--- src/rtl/errbank_pkg.sv ---
package errbank_pkg;

    localparam int GRP_BITS      = 32;
    localparam int GRP_BASE      = 32'h400;
    localparam int GRP_STRIDE_LG = 5;
    localparam int KEY_OFS       = 32'h008;
    localparam int SOFT_OFS      = 32'h00C;
    localparam int KEY_W         = 4;

    localparam logic [KEY_W-1:0] KEY_ENABLE = 4'hF;
    localparam logic [KEY_W-1:0] KEY_SOFT   = 4'hF;

    typedef enum logic [2:0] {
        SLOT_RAW    = 3'd0,
        SLOT_ACK    = 3'd1,
        SLOT_ENSET  = 3'd2,
        SLOT_ENCLR  = 3'd3,
        SLOT_PRIO   = 3'd4,
        SLOT_PINSET = 3'd5,
        SLOT_PINCLR = 3'd6,
        SLOT_NONE   = 3'd7
    } slot_e;

    typedef struct packed {
        logic [GRP_BITS-1:0] raw;
        logic [GRP_BITS-1:0] en;
        logic [GRP_BITS-1:0] prio;
        logic [GRP_BITS-1:0] pin;
    } grp_regs_t;

    function automatic logic [GRP_BITS-1:0] slot_read(grp_regs_t r, slot_e s);
        logic [GRP_BITS-1:0] v;
        case (s)
            SLOT_RAW:                v = r.raw;
            SLOT_ACK:                v = r.raw & r.en;
            SLOT_ENSET, SLOT_ENCLR:  v = r.en;
            SLOT_PRIO:               v = r.prio;
            SLOT_PINSET, SLOT_PINCLR: v = r.pin;
            default:                 v = '0;
        endcase
        return v;
    endfunction

endpackage

--- src/rtl/errbank_decode.sv ---
module errbank_decode
    import errbank_pkg::*;
#(
    parameter int NUM_GROUPS = 3,
    parameter int ADDR_W     = 12
) (
    input  logic [ADDR_W-1:0]     addr,
    output logic [NUM_GROUPS-1:0] grp_sel,
    output slot_e                 slot,
    output logic                  key_hit,
    output logic                  soft_hit
);
    localparam int GI_W = ADDR_W - GRP_STRIDE_LG;

    logic [ADDR_W-1:0] offs;
    logic [GI_W-1:0]   gi;
    logic              in_region;
    logic              slot_ok;

    always_comb begin
        offs      = addr - ADDR_W'(GRP_BASE);
        gi        = offs[ADDR_W-1:GRP_STRIDE_LG];
        slot      = slot_e'(offs[4:2]);
        in_region = (addr >= ADDR_W'(GRP_BASE)) && (addr[1:0] == 2'b00);
        slot_ok   = (slot != SLOT_NONE);
        key_hit   = (addr == ADDR_W'(KEY_OFS));
        soft_hit  = (addr == ADDR_W'(SOFT_OFS));
    end

    for (genvar g = 0; g < NUM_GROUPS; g++) begin : g_sel
        assign grp_sel[g] = in_region && slot_ok && (gi == GI_W'(g));
    end

endmodule

--- src/rtl/errbank_key.sv ---
module errbank_key
    import errbank_pkg::*;
(
    input  logic             clk,
    input  logic             por_rst_n,
    input  logic             warm_rst_n,
    input  logic             key_we,
    input  logic             soft_we,
    input  logic [KEY_W-1:0] wdata,
    output logic [KEY_W-1:0] key_o,
    output logic             key_on,
    output logic             soft_clr
);
    logic             rst_n_int;
    logic [KEY_W-1:0] key_d, key_q;

    assign rst_n_int = por_rst_n & warm_rst_n;

    always_comb begin
        key_d = key_q;
        if (key_we) begin
            key_d = wdata;
        end
    end

    always_ff @(posedge clk or negedge rst_n_int) begin
        if (!rst_n_int) begin
            key_q <= '0;
        end else begin
            key_q <= key_d;
        end
    end

    assign key_o    = key_q;
    assign key_on   = (key_q == KEY_ENABLE);
    assign soft_clr = soft_we && (wdata == KEY_SOFT);

    // the key moves only on its own write
    p_key_hold_r6: assert property (@(posedge clk) disable iff (!rst_n_int)
        !key_we |=> $stable(key_q));

endmodule

--- src/rtl/errbank_group.sv ---
module errbank_group
    import errbank_pkg::*;
(
    input  logic                clk,
    input  logic                por_rst_n,
    input  logic                wr_en,
    input  slot_e               wr_slot,
    input  logic [GRP_BITS-1:0] wr_data,
    input  logic                soft_clr,
    input  logic [GRP_BITS-1:0] evt_in,
    output grp_regs_t           regs_o
);
    grp_regs_t regs_d, regs_q;

    always_comb begin
        regs_d = regs_q;
        if (soft_clr) begin
            regs_d = '0;
        end else if (wr_en) begin
            case (wr_slot)
                SLOT_RAW:    regs_d.raw  = regs_q.raw | wr_data;
                SLOT_ACK:    regs_d.raw  = regs_q.raw & ~wr_data;
                SLOT_ENSET:  regs_d.en   = regs_q.en | wr_data;
                SLOT_ENCLR:  regs_d.en   = regs_q.en & ~wr_data;
                SLOT_PRIO:   regs_d.prio = wr_data;
                SLOT_PINSET: regs_d.pin  = regs_q.pin | wr_data;
                SLOT_PINCLR: regs_d.pin  = regs_q.pin & ~wr_data;
                default:     regs_d      = regs_q;
            endcase
        end
        // hardware events win over acknowledge and soft reset
        regs_d.raw = regs_d.raw | evt_in;
    end

    always_ff @(posedge clk or negedge por_rst_n) begin
        if (!por_rst_n) begin
            regs_q <= '0;
        end else begin
            regs_q <= regs_d;
        end
    end

    assign regs_o = regs_q;

    // raw flags only fall through acknowledge or soft reset
    p_raw_sticky_r1: assert property (@(posedge clk) disable iff (!por_rst_n)
        (!(wr_en && wr_slot == SLOT_ACK) && !soft_clr)
        |=> ((regs_q.raw & $past(regs_q.raw)) == $past(regs_q.raw)));

    // an event input always lands in the raw word
    p_evt_sets_r10: assert property (@(posedge clk) disable iff (!por_rst_n)
        (evt_in != '0) |=> ((regs_q.raw & $past(evt_in)) == $past(evt_in)));

    // soft reset empties every configuration word
    p_soft_wipe_r9: assert property (@(posedge clk) disable iff (!por_rst_n)
        soft_clr |=> (regs_q.en == '0 && regs_q.prio == '0 && regs_q.pin == '0));

    // enables change only through their aliases or soft reset
    p_en_hold_r3: assert property (@(posedge clk) disable iff (!por_rst_n)
        (!(wr_en && (wr_slot == SLOT_ENSET || wr_slot == SLOT_ENCLR)) && !soft_clr)
        |=> $stable(regs_q.en));

endmodule

--- src/rtl/errbank_top.sv ---
module errbank_top
    import errbank_pkg::*;
#(
    parameter int NUM_GROUPS = 3,
    parameter int ADDR_W     = 12,
    localparam int NUM_EVT   = NUM_GROUPS * GRP_BITS
) (
    input  logic               clk,
    input  logic               por_rst_n,
    input  logic               warm_rst_n,
    input  logic               reg_we,
    input  logic [ADDR_W-1:0]  reg_addr,
    input  logic [31:0]        reg_wdata,
    output logic [31:0]        reg_rdata,
    input  logic [NUM_EVT-1:0] evt_in,
    output logic [NUM_EVT-1:0] pend_hi,
    output logic [NUM_EVT-1:0] pend_lo,
    output logic [NUM_EVT-1:0] pin_flag
);
    logic [NUM_GROUPS-1:0] grp_sel;
    slot_e                 slot;
    logic                  key_hit, soft_hit;
    logic [KEY_W-1:0]      key_val;
    logic                  key_on, soft_clr;
    grp_regs_t             regs [NUM_GROUPS];

    errbank_decode #(
        .NUM_GROUPS (NUM_GROUPS),
        .ADDR_W     (ADDR_W)
    ) u_decode (
        .addr     (reg_addr),
        .grp_sel  (grp_sel),
        .slot     (slot),
        .key_hit  (key_hit),
        .soft_hit (soft_hit)
    );

    errbank_key u_key (
        .clk        (clk),
        .por_rst_n  (por_rst_n),
        .warm_rst_n (warm_rst_n),
        .key_we     (reg_we && key_hit),
        .soft_we    (reg_we && soft_hit),
        .wdata      (reg_wdata[KEY_W-1:0]),
        .key_o      (key_val),
        .key_on     (key_on),
        .soft_clr   (soft_clr)
    );

    for (genvar g = 0; g < NUM_GROUPS; g++) begin : g_grp
        errbank_group u_grp (
            .clk       (clk),
            .por_rst_n (por_rst_n),
            .wr_en     (reg_we && grp_sel[g]),
            .wr_slot   (slot),
            .wr_data   (reg_wdata),
            .soft_clr  (soft_clr),
            .evt_in    (evt_in[g*GRP_BITS +: GRP_BITS]),
            .regs_o    (regs[g])
        );

        assign pend_hi[g*GRP_BITS +: GRP_BITS] =
            key_on ? (regs[g].raw & regs[g].en & regs[g].prio) : '0;
        assign pend_lo[g*GRP_BITS +: GRP_BITS] =
            key_on ? (regs[g].raw & regs[g].en & ~regs[g].prio) : '0;
        assign pin_flag[g*GRP_BITS +: GRP_BITS] = regs[g].raw & regs[g].pin;
    end

    always_comb begin
        reg_rdata = '0;
        if (key_hit) begin
            reg_rdata = {{(32-KEY_W){1'b0}}, key_val};
        end
        for (int g = 0; g < NUM_GROUPS; g++) begin
            if (grp_sel[g]) begin
                reg_rdata = slot_read(regs[g], slot);
            end
        end
    end

    // no pending flag while the key is off
    p_pend_gated_r6: assert property (@(posedge clk) disable iff (!por_rst_n || !warm_rst_n)
        ((pend_hi != '0) || (pend_lo != '0)) |-> (key_val == KEY_ENABLE));

endmodule

--- config.mk ---
export PLATFORM = sky130hd
export DESIGN_NAME = errbank_top
export DESIGN_NICKNAME = d
export VERILOG_FILES = /design/src/rtl/errbank_pkg.sv /design/src/rtl/errbank_decode.sv /design/src/rtl/errbank_key.sv /design/src/rtl/errbank_group.sv /design/src/rtl/errbank_top.sv
export SDC_FILE = /design/constraint.sdc
export NUM_CORES = 1
export LEC_CHECK = 0
export BUFFER_PORTS_ARGS = -buffer_cell sky130_fd_sc_hd__buf_4
export CORE_MARGIN = 3
export CORE_UTILIZATION = 54
export DETAILED_ROUTE_END_ITERATION = 7
export GPL_ROUTABILITY_DRIVEN = 0
export HOLD_SLACK_MARGIN = 0.06
export MAX_ROUTING_LAYER = met4
export PLACE_DENSITY = 0.78
export SYNTH_ARGS = -nofsm -noshare
export SYNTH_HDL_FRONTEND = slang
export SYNTH_SLANG_ARGS = --single-unit
--- constraint.sdc ---
create_clock -name clk -period 5.2 [get_ports clk]
set_clock_uncertainty 0.15 [all_clocks]
set_input_delay 0.78 -clock clk [delete_from_list [all_inputs] [get_ports clk]]
set_output_delay 0.78 -clock clk [all_outputs]
set_load 0.01 [all_outputs]
==> impl.org <==
** Synthesis
- Synthesis instantiated 52 different standard cells from the library.
- Leading register cell type out of synthesis :: dfrtp_1
- In this run, synthesis inferred 0 flip-flops with an integrated enable.
- The synthesized design contains a little under 400 register bits.
- Number of warnings printed during yosys synthesis :: 0
- Post-synthesis cell type with the largest combined area :: dfrtp_1
- Synthesized area per cell :: 8.459 um2
- Share of flip-flops with an asynchronous set or reset :: 100.0%
- Synth top area cells :: dfrtp_1 42%, o211ai_1 6.4%, mux2i_1 5.3%
- Portion of the post-synthesis area used by sequential elements :: between 40% and 50%
- Synthesis handed over a netlist of 2757 instances.
- The commonest cells after synthesis are 388 x dfrtp_1, 299 x nor2_1, 284 x nand2_1.
- The number of nets in the synthesized netlist is 2903.
- The synthesized netlist occupies a cell area of 23320 um2.
- Synth top area share :: 41.63%
- By instance count, the leading cell after synthesis is dfrtp_1.

** Critical path
- The number of buffers and inverters on the critical path is 3.
- Of all nets on the critical path, the largest fanout is 64.
- Walking the worst path, the cells encountered are buf_6 -> and2_4 -> buf_4 -> a2111oi_0 -> o22ai_1 -> and3_1 -> buf_4.
- For this run, the slowest stage of the critical path takes about 740 ps.
- Cell family contributing the most delay on the critical path :: buffers and inverters
- Slowest stage cell, crit path :: and2_4
- Critical path type :: in2out
- Cell repeated most along the worst path :: buf_4
- Data on the critical path arrives at its endpoint at 3330 ps.
- Crit end category :: output port
- Register-to-register setup slack :: around 4100 ps
- Startpoint type of the worst setup path :: input pin
- Required @ worst endpoint :: ~4300 ps

** Clock tree
- Counting every sink on the clock net gives between 300 and 400.
- Clock tree from TritonCTS :: done
- Clock slew at the register clock pins of the worst setup and hold paths :: around 60 ps
- The H-tree was split into 2 levels.
- In this run, post-CTS repair resized a total of 0 instances.
- Worst-Skew Late Latency :: 570 ps
- Root Driver :: clkbuf_16
- Clock buffers created by TritonCTS :: 43
- No sink is reached through more buffers than the 3 on the longest clock path.

** Global routing
- Initial antenna violation count :: 4
- Global route overflow :: 0
- Across every metal layer, demand over resource in global routing totals between 30% and 40%.
- Entering global routing, the biggest net connects 120 pins.
- First-pass GRT wire length :: 137.5 mm
- Via count of the first global-routing pass :: 24065

** STA
- Number of endpoints with negative hold slack in the final report :: 0
- In this run the tightest slew margin relative to its limit is 9.048%.
- Setup violations remaining at the end of the flow were counted as 0.
- Highest attainable clock frequency :: roughly 230 MHz
- Setup repair after global routing left no endpoint under its margin.
- Summed over all failing endpoints, the final setup total negative slack is 0 ps.
- For the pin with the worst max-slew slack, the measured transition is 1361 ps.
- The max-slew violation total from the final report was 0.
- Final min period :: 4259 ps
- Share of the cycle needed by the critical path after routing :: 81.91%

** Routing
- Antenna-violating nets left :: 0
- Summing over every cut layer, the via total after detailed routing is 24790.
- DRT iter0 DRCs :: 3384
- The final layout contains routed wiring with a total length of 91.59 mm.
- The first detailed-routing pass ran for 6 iterations.
- DRC viols :: 0
- Number of vias per cell :: roughly 6.8
- In the final routed layout, each cell accounts on average for 25.19 um.

** Final layout
- Multi-input gate area in the final layout :: 11800 um2
- Area occupied by registers :: 9709 um2
- Share of layout cells above drive strength 1 :: 20.82%
- The filler cells instantiated in the layout total 3364.
- From synthesis to final layout, the design area changed by 22.69%.
- Net count, final :: 3170

** Die
- I/O Pins :: between 400 and 500
- Vertical die dimension :: 213.8 um
- For this configuration, the core starts out at a cell density of between 50% and 60%.
- DIE WIDTH :: 213.8 um
- The die covers 45720 um2.
- The floorplan step defined a core boundary enclosing around 42000 um2.
- The initialized floorplan defines 75 standard-cell rows.

** Run status
- The flow ran to the end, and the final reports show no timing, DRC or antenna violations.

** Min path
- Kind of path behind the tightest hold check :: in2async

** Place
- Post-detailed-placement half-perimeter wirelength :: 59.20 mm
- Port buffering added 463 buffers.

** Pwr
- Static Leakage :: 13.26 nW
- Pwr/cell area :: 245.3 nW/um2
- Total power consumption of the routed design :: 0.007019 W
- The worst-case IR drop observed on VDD is 0.1714 mV.

** Flow run
- Max cap viols :: 0
-- per-layer routing --
layer | vias up | track usage, % | routed length [um]
met5 | - | - | 0
met4 | 0 | 20.31 | 5165
met3 | 432 | 7.681 | 10290
met2 | 1890 | 60.56 | 41750
met1 | 11937 | 51.28 | 34380
li1 | 10531 | - | -
-- stage by stage --
| step | instance area, um2 | hold WS [ps] | std cells | setup WS, ps | utilization [%] |
|---|---|---|---|---|---|
| 2_1_floorplan | 23320 | 329.4 | 2757 | 1661 | - |
| 5_1_grt | 28610 | 229.6 | 3636 | 861.1 | 67.61 |
| 6_report | 28610 | 151.9 | 3636 | 940.9 | 67.61 |
| 4_1_cts | 28600 | 191.0 | 3632 | 1051 | 67.59 |
| 3_5_place_dp | 27040 | 362.4 | 3555 | 1062 | 63.90 |
| 3_3_place_gp | 27040 | 358.2 | 3555 | 1086 | 63.90 |
-- where the power goes --
group	total [W]	switching, W	internal [W]
registers	0.00304	0.0000123	0.00303
logic	0.000586	0.000411	0.000175
clock network	0.00339	0.00130	0.00209
-- placed cells by master, fill, tap and decap left out, types with 31 or more instances in the layout --
cell and instances:
a22o_1 64, clkbuf_16 45, inv_1 226, a32o_1 31, o211ai_1 198, o21ai_0 65
nand3_1 106, nand2_1 283, and2_1 97, o31ai_1 67, mux2i_1 124, buf_4 511
o311ai_0 96, nor4_1 59, nor2_1 293, dfrtp_1 388, o32ai_1 32, a211oi_1 33
a21oi_1 72
-- sequential cells by signal, indices dropped and copies added (netlist names) --
name                cells
u_key.key_o             4
g_grp.u_grp.regs_o    384
-- worst paths after layout --
kind                                                 start  cells after the start                    endpoint
worst max register to register  g_grp[2].u_grp.regs_o[116]                      2  g_grp[2].u_grp.regs_o[116]
worst min register to register   g_grp[2].u_grp.regs_o[21]                      1   g_grp[2].u_grp.regs_o[21]
worst min-delay path                             por_rst_n                      1   g_grp[2].u_grp.regs_o[60]
min in group clk                                evt_in[69]                      3  g_grp[2].u_grp.regs_o[101]
max in group asynchronous                        por_rst_n                      2   g_grp[1].u_grp.regs_o[53]
worst max-delay path                           reg_addr[4]                      7               reg_rdata[25]
-- timing repair --
item,CTS,global route
setup endpoints to repair,0,0
endpoints found under the hold margin,4,0
hold buffers,1,0
buffers inserted,0,0
-- cell families after synthesis --
| group | Yosys count | share of synthesized area [%] |
|---|---|---|
| simple gates | 915 | 17.80 |
| compound gates | 795 | 26.01 |
| buf+inv | 524 | 8.707 |
| flops | 388 | 41.63 |
| mux | 132 | 5.708 |
| fa+ha+maj | 2 | 0.1073 |
| xor+xnor | 1 | 0.03756 |
-- cell type report --
cell class / count / area share, %
diodes: 4 / 0.03498
multi-input cells: 1845 / 41.23
repair buffers: 519 / 13.88
clock buffers: 59 / 4.399
well taps: 577 / 2.523
flip-flops and latches: 388 / 33.93
clock inverters: 17 / 1.019
inverters: 227 / 2.978
(Power assumes the default switching activity.)
